<file path="src/rtl/lpa_pkg.sv">
package lpa_pkg;
  // Which rule produced the winner at a decision edge
  typedef enum logic [1:0] {
    SRC_NONE      = 2'd0,
    SRC_LOCK_NOW  = 2'd1,
    SRC_LOCK_PREV = 2'd2,
    SRC_PRIO      = 2'd3
  } win_src_e;
endpackage

</file>
<file path="src/rtl/lpa_prio_pick.sv">
module lpa_prio_pick #(
  parameter int N_MASTERS = 4,
  parameter int PRIO_W    = 3,
  localparam int IDX_W    = (N_MASTERS > 1) ? $clog2(N_MASTERS) : 1
) (
  input  logic [N_MASTERS-1:0]        req,
  input  logic [N_MASTERS*PRIO_W-1:0] prio,
  output logic [IDX_W-1:0]            pick_idx,
  output logic                        pick_any
);

  function automatic logic [PRIO_W-1:0] prio_of(
    input logic [N_MASTERS*PRIO_W-1:0] vec, input int idx);
    return vec[idx*PRIO_W +: PRIO_W];
  endfunction

  logic [PRIO_W-1:0] best_p;

  always_comb begin
    pick_idx = '0;
    pick_any = 1'b0;
    best_p   = '1;
    for (int i = 0; i < N_MASTERS; i++) begin
      if (req[i] && (!pick_any || (prio_of(prio, i) < best_p))) begin
        pick_any = 1'b1;
        best_p   = prio_of(prio, i);
        pick_idx = IDX_W'(i);
      end
    end
  end

endmodule

</file>
<file path="src/rtl/lpa_dup_check.sv">
module lpa_dup_check #(
  parameter int N_MASTERS = 4,
  parameter int PRIO_W    = 3
) (
  input  logic [N_MASTERS-1:0]        req,
  input  logic [N_MASTERS*PRIO_W-1:0] prio,
  output logic                        dup
);

  function automatic logic clash(input logic ra, input logic rb,
                                 input logic [PRIO_W-1:0] pa,
                                 input logic [PRIO_W-1:0] pb);
    return ra && rb && (pa == pb);
  endfunction

  logic [N_MASTERS*N_MASTERS-1:0] pair_hit;

  for (genvar gi = 0; gi < N_MASTERS; gi++) begin : g_row
    for (genvar gj = 0; gj < N_MASTERS; gj++) begin : g_col
      if (gj > gi) begin : g_pair
        assign pair_hit[gi*N_MASTERS+gj] =
          clash(req[gi], req[gj], prio[gi*PRIO_W +: PRIO_W], prio[gj*PRIO_W +: PRIO_W]);
      end else begin : g_none
        assign pair_hit[gi*N_MASTERS+gj] = 1'b0;
      end
    end
  end

  assign dup = |pair_hit;

endmodule

</file>
<file path="src/rtl/lpa_owner_track.sv">
module lpa_owner_track #(
  parameter int N_MASTERS = 4,
  localparam int IDX_W    = (N_MASTERS > 1) ? $clog2(N_MASTERS) : 1
) (
  input  logic             clk,
  input  logic             rst_n,
  input  logic             fire,
  input  logic [IDX_W-1:0] win_idx,
  input  logic             win_lock,
  input  logic             bus_done,
  output logic             busy,
  output logic             last_valid,
  output logic [IDX_W-1:0] last_idx,
  output logic             last_lock
);

  always_ff @(posedge clk or negedge rst_n) begin
    if (!rst_n) begin
      busy       <= 1'b0;
      last_valid <= 1'b0;
      last_idx   <= '0;
      last_lock  <= 1'b0;
    end else begin
      if (fire) begin
        busy       <= 1'b1;
        last_valid <= 1'b1;
        last_idx   <= win_idx;
        last_lock  <= win_lock;
      end else if (bus_done) begin
        busy <= 1'b0;
      end
    end
  end


  hold_busy_chk: assert property (@(posedge clk) disable iff (!rst_n)
    (busy && !bus_done) |=> busy);


  no_fire_busy_chk: assert property (@(posedge clk) disable iff (!rst_n)
    busy |-> !fire);


  lock_record_chk: assert property (@(posedge clk) disable iff (!rst_n)
    fire |=> (last_valid && last_lock == $past(win_lock) && last_idx == $past(win_idx)));

endmodule

</file>
<file path="src/rtl/lock_prio_arbiter.sv">
module lock_prio_arbiter #(
  parameter int N_MASTERS = 4,
  parameter int PRIO_W    = 3,
  localparam int IDX_W    = (N_MASTERS > 1) ? $clog2(N_MASTERS) : 1
) (
  input  logic                        clk,
  input  logic                        rst_n,
  input  logic [N_MASTERS-1:0]        req,
  input  logic [N_MASTERS-1:0]        lock,
  input  logic [N_MASTERS*PRIO_W-1:0] prio,
  input  logic                        bus_done,
  output logic [N_MASTERS-1:0]        grant,
  output logic                        grant_valid,
  output logic                        dup_err
);
  import lpa_pkg::*;

  function automatic logic [N_MASTERS-1:0] to_onehot(input logic [IDX_W-1:0] idx);
    logic [N_MASTERS-1:0] v;
    v = '0;
    v[idx] = 1'b1;
    return v;
  endfunction

  logic             busy, last_valid, last_lock;
  logic [IDX_W-1:0] last_idx, pick_idx, win_idx;
  logic             pick_any, dup;
  logic             free, arb_evt, fire, clash_evt;
  logic             hold_now, hold_prev, owner_req;
  win_src_e         src;

  lpa_prio_pick #(.N_MASTERS(N_MASTERS), .PRIO_W(PRIO_W)) u_pick (
    .req(req), .prio(prio), .pick_idx(pick_idx), .pick_any(pick_any));

  lpa_dup_check #(.N_MASTERS(N_MASTERS), .PRIO_W(PRIO_W)) u_dup (
    .req(req), .prio(prio), .dup(dup));

  lpa_owner_track #(.N_MASTERS(N_MASTERS)) u_owner (
    .clk(clk), .rst_n(rst_n), .fire(fire), .win_idx(win_idx),
    .win_lock(lock[win_idx]), .bus_done(bus_done), .busy(busy),
    .last_valid(last_valid), .last_idx(last_idx), .last_lock(last_lock));

  assign owner_req = last_valid && req[last_idx];
  assign hold_now  = owner_req && lock[last_idx];
  assign hold_prev = owner_req && last_lock;

  always_comb begin
    if (hold_now)       src = SRC_LOCK_NOW;
    else if (hold_prev) src = SRC_LOCK_PREV;
    else if (pick_any)  src = SRC_PRIO;
    else                src = SRC_NONE;
  end

  assign win_idx   = (src == SRC_PRIO) ? pick_idx : last_idx;
  assign free      = !busy && !dup_err;
  assign arb_evt   = free && (src != SRC_NONE);
  assign clash_evt = arb_evt && dup;
  assign fire      = arb_evt && !dup;

  always_ff @(posedge clk or negedge rst_n) begin
    if (!rst_n) begin
      grant       <= '0;
      grant_valid <= 1'b0;
      dup_err     <= 1'b0;
    end else begin
      grant       <= fire ? to_onehot(win_idx) : '0;
      grant_valid <= fire;
      if (clash_evt) dup_err <= 1'b1;
    end
  end


  grant_onehot_chk: assert property (@(posedge clk) disable iff (!rst_n)
    grant_valid |-> ($countones(grant) == 1));


  grant_idle_chk: assert property (@(posedge clk) disable iff (!rst_n)
    !grant_valid |-> (grant == '0));


  grant_pulse_chk: assert property (@(posedge clk) disable iff (!rst_n)
    grant_valid |=> !grant_valid);


  err_sticky_chk: assert property (@(posedge clk) disable iff (!rst_n)
    dup_err |=> dup_err);


  no_grant_err_chk: assert property (@(posedge clk) disable iff (!rst_n)
    dup_err |-> !grant_valid);


  clash_block_chk: assert property (@(posedge clk) disable iff (!rst_n)
    clash_evt |=> (dup_err && !grant_valid));


  no_grant_busy_chk: assert property (@(posedge clk) disable iff (!rst_n)
    (busy && !bus_done) |=> !grant_valid);


  lock_now_chk: assert property (@(posedge clk) disable iff (!rst_n)
    (fire && hold_now) |=> (grant_valid && last_idx == $past(last_idx)));


  prio_win_chk: assert property (@(posedge clk) disable iff (!rst_n)
    (fire && src == SRC_PRIO) |-> req[pick_idx]);

endmodule

</file>
<file path="config.mk">
export PLATFORM = sky130hd
export DESIGN_NAME = lock_prio_arbiter
export DESIGN_NICKNAME = d
export VERILOG_FILES = /design/src/rtl/lpa_pkg.sv /design/src/rtl/lpa_prio_pick.sv /design/src/rtl/lpa_dup_check.sv /design/src/rtl/lpa_owner_track.sv /design/src/rtl/lock_prio_arbiter.sv
export SDC_FILE = /design/constraint.sdc
export NUM_CORES = 1
export LEC_CHECK = 0
export BUFFER_PORTS_ARGS = -buffer_cell sky130_fd_sc_hd__buf_4
export CAP_MARGIN = 20
export CORE_ASPECT_RATIO = 0.75
export CORE_MARGIN = 4
export CORE_UTILIZATION = 25
export CTS_CLUSTER_SIZE = 16
export DETAILED_ROUTE_END_ITERATION = 8
export SKIP_CTS_REPAIR_TIMING = 1
export SLEW_MARGIN = 40
export SYNTH_ARGS = -nofsm -noshare
export SYNTH_HDL_FRONTEND = slang
export SYNTH_SLANG_ARGS = --single-unit
</file>
<file path="constraint.sdc">
create_clock -name clk -period 2.83 [get_ports clk]
set_input_delay 0.1415 -clock clk [delete_from_list [all_inputs] [get_ports clk]]
set_output_delay 0.1415 -clock clk [all_outputs]
set_load 0.02 [all_outputs]
</file>
# Word level (Yosys, flattened, before mapping)
# Index checks and enable logic that the tools add are counted.
# classes
order_cmp	6
n_eq_ne	7
n_mux	25
n_reduce_logical	35
# ops
cell	count
logical AND 1 bit	23
equality test 3 bit	6
2-to-1 mux 2 bit	6
2-to-1 mux 1 bit	11
< comparator 3 bit	3
2-to-1 mux 3 bit	3
binary-select mux 1 bit (select 2 bit)	3
zero test 1 bit	6
< comparator 2 x 3 -> 1 bit (second input constant)	2
OR reduction 6 bit	1
2-to-1 mux 4 bit	1
nonzero test 2 bit	2
logical OR 1 bit	3
demux 1 bit (select 2 bit)	1
equality test 2 bit (second input constant)	1
>= comparator 2 x 1 -> 1 bit (second input constant)	1
# totals
register_bits	11
output_inout_bits	6

# Logic depth before layout (Yosys ltp)
# Gate-level depths: netlist of the first run.
# depth
depth_word	23
ltp_mapped	21
mapped_depth_nobuf	20

# By module
# Synthesis of the first run repeated with hierarchy kept, for this count alone.
# hier_totals
hier_cells	142
hier_area_um2	1307.5
# by_module_without_submodules
mod	instances	cells_each	area_per_inst_um2	seq_area_each_um2
lock_prio_arbiter	1	45	493.0	150.1
lpa_prio_pick	1	56	409.1	0.0
lpa_dup_check	1	30	227.7	0.0
lpa_owner_track	1	11	177.7	125.1

# Worst setup path after synthesis of the first run
# OpenSTA, ideal clock, no wires.
# synth_timing
kind	input port to flip-flop
startpoint	input prio[0]
endpoint	register u_owner.last_lock
setup_time_ps	132
t_arrival_ps	3876
setup_slack_ps	-1178
path_stages	17
n_path_buf	1
cell_sequence	buf_2 -> nor2b_1 -> maj3_1 -> o211ai_1 -> o21ai_0 -> ha_1 -> a2111oi_0 -> a21o_1 -> nand2_1 -> o21a_1 -> ha_1 -> a211o_1 -> a31oi_1 -> o211ai_1 -> a31o_1 -> a221oi_2 -> a211oi_2
# synth_via
elab_chain_cells	20
# synth_rtl
element	line	text
start: declaration	lock_prio_arbiter.sv:10	input logic [N_MASTERS*PRIO_W-1:0] prio,
2-to-1 mux 3 bit	lpa_prio_pick.sv:24	if (req[i] && (!pick_any || (prio_of(prio, i) < best_p))) begin
< comparator 3 bit	lpa_prio_pick.sv:24	
logical OR 1 bit	lpa_prio_pick.sv:24	
logical AND 1 bit	lpa_prio_pick.sv:24	
2-to-1 mux 3 bit / 2-to-1 mux 1 bit (equally long branches)	lpa_prio_pick.sv:24	
< comparator 3 bit / zero test 1 bit (equally long branches)	lpa_prio_pick.sv:24	
logical OR 1 bit	lpa_prio_pick.sv:24	
logical AND 1 bit	lpa_prio_pick.sv:24	
[4 not listed]	--	
2-to-1 mux 1 bit	lpa_prio_pick.sv:24	
2-to-1 mux 2 bit	lock_prio_arbiter.sv:50	else if (pick_any) src = SRC_PRIO;
2-to-1 mux 2 bit	lock_prio_arbiter.sv:49	else if (hold_prev) src = SRC_LOCK_PREV;
2-to-1 mux 2 bit	lock_prio_arbiter.sv:48	if (hold_now) src = SRC_LOCK_NOW;
equality test 2 bit	lock_prio_arbiter.sv:54	assign win_idx = (src == SRC_PRIO) ? pick_idx : last_idx;
2-to-1 mux 2 bit	lock_prio_arbiter.sv:54	
binary-select mux 1 bit (select 2 bit)	lock_prio_arbiter.sv:40	.win_lock(lock[win_idx]), .bus_done(bus_done), .busy(busy),
2-to-1 mux 1 bit (not written as such)	lock_prio_arbiter.sv:40	
end signal: assignment	lpa_owner_track.sv:28	last_lock <= win_lock;
end: declaration	lpa_owner_track.sv:14	output logic last_lock
# Several ways; a longest one is shown, not always the timed one. The select of a mux whose other input is x is not followed.
# A chain may end at the register's enable or synchronous reset.

# Worst setup path after layout of the first run
# Same ends and word-level chain as after synthesis.

==> results.md, run 1 <==
* Storage cell area at 275 sq um
* Startpoint class of the critical path: input pin
* Placer's final routability congestion estimate at 0.841
* #FFs+latches synth at 11
* Vias in the first global route at 1126
* Number of enable flip-flop cells after synthesis at 0
* Mapped Nets at 163
* First-pass GRT wire length at 5400 microns
* Setup TNS at -4.56 ns
* Total gr overflow at 0
* Drt via density at 4.83
* Fin nets at 219
* Netlist cell types at 46
* TritonRoute pass-1 iters at 4
* Avg Inst Size Synth at 8.57 sq um
* Status: finished with violations
* Via count at 1199
* Final setup vio count at 7
* TritonCTS clock tree: built
* H-tree depth at 1
* Unrepaired setup endpoints after global routing: true
* CTS sink cnt at 11
* Share of post-route cells with drive strength above 1 at 0.424
* Core footprint at 0.00449 sq mm
* Drc violations at 0
* Mapped Area at 0.00117 sq mm
* Largest net degree at the start of global routing at 12
* Die Area at 0.00583 sq mm
* Clock Tree Buf Depth at 2
* Main synth FF type: dfrtp_1
* Total GRT Usage at 0.119
* Rel. slew slack at 0.611
* Die X at 86.9 microns
* Footprint of the multi-input gates at 863 sq um
* Fin crit share at 1.27
* Worst IR drop on VDD at 342 uV
* Clock transition at path regs at 0.05 ns
* Power Density at 655 mW/mm^2
* Synth Instances at 136
* Clock root cell: clkbuf_8
* Final WS setup at -0.756 ns
* Post-Route WL at 3320 microns
* Fillcell total at 452
* Die H at 67.1 microns
* Detailed Place HPWL at 2660 microns
* Dpl ws at -1.07 ns
* Final instance area at 0.00173 sq mm
* Register area share after synthesis at 0.236
* Starting density of the core at 0.260
* Fin. Hold Viols at 0
* Post-layout min period at 3.59 ns
* Insertion delay to the later sink of the worst-skew pair at 0.24 ns
* Final slew viol count at 0
* Dpl cell area at 0.00160 sq mm
* Worst-Margin Slew at 0.579 ns
* Post-route ant nets at 0
* Fmax at 279 MHz
* Core Util, Final at 0.386
* Drt initial violations at 65
* Max FO, Critical Path at 4
* Hold Path Class: in -> reg
* Placed cell count at 238
* Clock skew at 0.00567 ns
* Max-cap violation count at 0
* CP required at 2.95 ns
* IO buf count at 28
* Leakage power at 0.774 nW
* Area delta synth->final at 48.7%
* Antenna violations before repair at 0
* Cell Rows at 21
* Ys async rst share at 1.00
* Routed WL per cell at 13.4 microns
* Failing checks: setup timing
* Inserted Clock Buffers at 3
* Worst setup path class: in -> reg
* Antenna Diode Count at 0
* CP arrival at 3.70 ns
* Crit. End Element: register
* Yosys synthesis warning count at 0
* Post-route insts no fill at 248
* I/O pin count at 29
==> power by group <==
| group | internal (W) | switching (W) |
|---|---|---|
| sequential | 0.000223 | 0.0000445 |
| combinational | 0.000341 | 0.000367 |
| clock | 0.0000991 | 0.0000609 |
==> layout make-up <==
cell class,count,area share
Inverter,9,0.0195
Clock buffer,4,0.0260
Tap cell,57,0.0411
Sequential cell,11,0.159
Multi-Input combinational cell,109,0.498
Timing Repair Buffer,58,0.257
==> worst max-delay path: stages <==
cell	delay (ns)
buf_6	0.09
nor2b_4	0.11
maj3_2	0.29
o211ai_1	0.22
buf_4	0.16
o21ai_2	0.06
ha_1	0.20
a2111oi_2	0.43
a21o_1	0.22
nand2_1	0.07
o21a_1	0.11
ha_1	0.29
a211o_1	0.31
a31oi_2	0.16
o211ai_1	0.18
a31o_1	0.29
a221oi_2	0.28
a211oi_2	0.07
==> cell usage after synthesis (4+ instances only) <==
library cell	n	area, sq um
a21oi_1	4	20.0
buf_2	5	25.0
dfrtp_1	11	275
ha_1	4	50.1
inv_1	9	33.8
nand2_1	8	30.0
nand2b_1	4	25.0
nand4_1	5	31.3
nor2_1	12	45.0
o211ai_1	7	52.6
o21ai_0	5	25.0
o22ai_1	4	25.0
xnor2_1	15	131
==> through the flow <==
stage / hold WS (ns) / power (W)
2_1_floorplan: -0.154 / 0.000660
4_1_cts: -0.271 / 0.00107
6_report: 0.0891 / 0.00114
5_1_grt: 0.103 / 0.00122
3_3_place_gp: -0.0154 / 0.000898
3_5_place_dp: -0.0114 / 0.000901
==> layout by cell type (no fill, tap or decap), drive strengths merged, types with 2 or more instances in the layout <==
cell type / n
clkbuf: 4
nand2b: 5
nor4: 2
xnor2: 15
nand2: 8
o211ai: 7
a31oi: 2
nor2: 12
xor2: 3
nor2b: 3
dfrtp: 11
nand4: 5
a211o: 2
a2111oi: 3
o21a: 3
a211oi: 3
a21oi: 4
or3: 2
inv: 9
o22ai: 4
buf: 57
o21ai: 5
ha: 4
==> path summary, 6_finish.rpt <==
kind                               startpoint                   to  slack [ns]  cells after the start
setup / recovery                      prio[0]    u_owner.last_lock       -0.76                     18
hold / removal                       bus_done         u_owner.busy        0.09                      2
setup reg to reg            u_owner.last_lock  u_owner.last_idx[0]        0.65                      9
hold reg to reg            u_owner.last_valid   u_owner.last_valid        0.48                      1
max in group asynchronous               rst_n   u_owner.last_valid        2.40                      2
min in group asynchronous               rst_n  u_owner.last_idx[1]        0.27                      2
==> cells by family (layout without fill, tap and decap cells) <==
logic type / count (synthesis) / in the layout / synth area share
simple gates: 45 / 45 / 0.223
xor+xnor: 18 / 18 / 0.135
mux: 1 / 1 / 0.00858
compound gates: 40 / 40 / 0.279
fa+ha+maj: 5 / 5 / 0.0515
buf+inv: 16 / 71 / 0.0665
flops: 11 / 11 / 0.236
==> state kept, by name (all words and copies together), names as in the netlist <==
| register | flops |
|---|---|
| u_owner.last_valid | 1 |
| grant_valid | 1 |
| dup_err | 1 |
| u_owner.last_idx | 2 |
| u_owner.last_lock | 1 |
| u_owner.busy | 1 |
| grant | 4 |
==> layer usage <==
metal / vias up / share of wire / routed length [microns] / global-route usage
met5: - / 0 / 0 / 0
met1: 559 / 0.50 / 1650 / 0.176
met4: 0 / 0.0054 / 18 / 0.0292
met2: 30 / 0.44 / 1460 / 0.171
met3: 2 / 0.056 / 185 / 0.0305
li1: 608 / - / - / -
(Power assumes the default switching activity.)
==> run 2: changes to the inputs <==
Settings changed: CTS_BUF_LIST set to sky130_fd_sc_hd__clkbuf_8.
==> run 2 against run 1 <==
The flow still finishes with violations (setup timing). Non-clock buffer count did not move. Global-route usage stayed put. Sequential share of layout area stayed put. Flip-flop and latch count unchanged. Register-to-register slack barely moved. Critical path type unchanged. Highest routed layer unchanged.
==> results.md, run 2 (synthesis gave the netlist of run 1 again) <==
* Fillcell total at 452 (unchanged)
* Insertion delay to the later sink of the worst-skew pair at 0.24 ns (about the same)
* TritonRoute pass-1 iters at 4 (unchanged)
* Placer's final routability congestion estimate at 0.841 (unchanged)
* CP required at 2.95 ns (about the same)
* Worst setup path class: in -> reg (unchanged)
* I/O pin count at 29 (unchanged)
* Most common cell after layout, fill and taps aside: buf_4 (unchanged)
* Dpl cell area at 0.00160 sq mm (unchanged)
* Rel. slew slack at 0.611 (unchanged)
* Final WS setup at -0.756 ns (about the same)
* Post-layout min period at 3.59 ns (about the same)
* Die H at 67.1 microns (unchanged)
* CTS sink cnt at 11 (unchanged)
* Routed WL per cell at 13.4 microns (about the same)
* Die X at 86.9 microns (unchanged)
* Clock root cell: clkbuf_8 (unchanged)
* Final setup vio count at 7 (unchanged)
* Die Area at 0.00583 sq mm (unchanged)
* Clock Tree Buf Depth at 2 (unchanged)
* Clock transition at path regs at 0.05 ns (about the same)
* Hold Path Class: in -> reg (unchanged)
* Drt initial violations at 65 (unchanged)
* Cell Rows at 21 (unchanged)
* Starting density of the core at 0.260 (unchanged)
* Status: finished with violations (unchanged)
* Max reg flops at 4 (unchanged)
* Post-Route WL at 3320 microns (about the same)
* Fin nets at 219 (unchanged)
* Failing checks: setup timing (unchanged)
* Unrepaired setup endpoints after global routing: true (unchanged)
* Final slew viol count at 0 (unchanged)
* Inserted Clock Buffers at 3 (unchanged)
* Total GRT Usage at 0.119 (unchanged)
* First-pass GRT wire length at 5400 microns (unchanged)
* Highest-count cells in the layout ignoring fill and taps: buf_4, xnor2_1, dfrtp_1 (unchanged)
* TritonCTS clock tree: built (unchanged)
* Area delta synth->final at 48.7% (unchanged)
* Largest registers: grant: 4 flops, u_owner.last_idx: 2 flops (unchanged)
* Startpoint class of the critical path: input pin (unchanged)
* Max-cap violation count at 0 (unchanged)
* Core footprint at 0.00449 sq mm (unchanged)
* Share of post-route cells with drive strength above 1 at 0.424 (unchanged)
* Top reg by flops: grant (unchanged)
* Crit. End Element: register (unchanged)
* Footprint of the multi-input gates at 863 sq um (unchanged)
* Clock skew at 0.00615 ns (was 0.00567 ns)
* Largest net degree at the start of global routing at 12 (unchanged)
* Max FO, Critical Path at 4 (unchanged)
* IO buf count at 28 (unchanged)
* Fin. Hold Viols at 0 (unchanged)
* Post-route ant nets at 0 (unchanged)
* Total gr overflow at 0 (unchanged)
* Detailed Place HPWL at 2660 microns (unchanged)
* Final instance area at 0.00173 sq mm (unchanged)
* CP arrival at 3.70 ns (about the same)
* Fin crit share at 1.27 (about the same)
* Leakage power at 0.779 nW (was 0.774 nW)
* Storage cell area at 275 sq um (unchanged)
* Drc violations at 0 (unchanged)
* Worst-Margin Slew at 0.579 ns (about the same)
* H-tree depth at 1 (unchanged)
* Antenna violations before repair at 0 (unchanged)
* Drt via density at 4.86 (was 4.83)
* Worst IR drop on VDD at 339 uV (was 342 uV)
* Vias in the first global route at 1126 (unchanged)
* Power Density at 653 mW/mm^2 (was 655 mW/mm^2)
* Dpl ws at -1.07 ns (unchanged)
* Via count at 1206 (was 1199)
* Antenna Diode Count at 0 (unchanged)
* Fmax at 279 MHz (unchanged)
* Tot Pwr at 0.00113 W (was 0.00114 W)
run 2: critical path, cell delays in order:
cell and delay [ns]:
buf_6 0.09, nor2b_4 0.11, maj3_2 0.29, o211ai_1 0.22
buf_4 0.16, o21ai_2 0.06, ha_1 0.20, a2111oi_2 0.43
a21o_1 0.22, nand2_1 0.07, o21a_1 0.11, ha_1 0.29
a211o_1 0.31, a31oi_2 0.16, o211ai_1 0.18, a31o_1 0.29
a221oi_2 0.28, a211oi_2 0.07
run 2: layer usage:
metal  GRT usage  wire length (microns)  share of wire
met1       0.176                   1650           0.50
met2       0.171                   1460           0.44
met3      0.0305                    191          0.057
met4      0.0292                     18         0.0054
met5           0                      0              0
run 2: worst paths after layout:
check	from	end	slack, ns	cells after the start
max	prio[0]	u_owner.last_lock	-0.76	18
min reg2reg	u_owner.last_valid	u_owner.last_valid	0.48	1
max reg2reg	u_owner.last_lock	u_owner.last_idx[0]	0.65	9
min	bus_done	u_owner.busy	0.09	2
max in group asynchronous	rst_n	u_owner.last_valid	2.40	2
min in group asynchronous	rst_n	u_owner.last_idx[1]	0.27	2
run 2: per-stage QoR:
step,setup TNS [ns],util,hold slack (ns),std cells
2_1_floorplan,-5.32,-,-0.154,136
3_3_place_gp,-6.80,0.356,-0.0154,238
3_5_place_dp,-7.05,0.356,-0.0114,238
4_1_cts,-5.46,0.366,-0.272,242
5_1_grt,-5.73,0.386,0.103,248
6_report,-4.56,0.386,0.0885,248
run 2: layout make-up:
cell class,instances,area share
clock buffers,3,0.0238
clock inverters,1,0.00216
inverters,9,0.0195
multi-input cells,109,0.498
flip-flops and latches,11,0.159
well taps,57,0.0411
repair buffers,58,0.257
run 2: power by group:
| part | leakage (nW) | internal (W) | switching (W) | total [W] |
|---|---|---|---|---|
| combinational | 0.615 | 0.000341 | 0.000367 | 0.000708 |
| sequential | 0.136 | 0.000223 | 0.0000445 | 0.000267 |
| clock | 0.0269 | 0.0000954 | 0.0000613 | 0.000157 |
| total | 0.779 | 0.000660 | 0.000472 | 0.00113 |
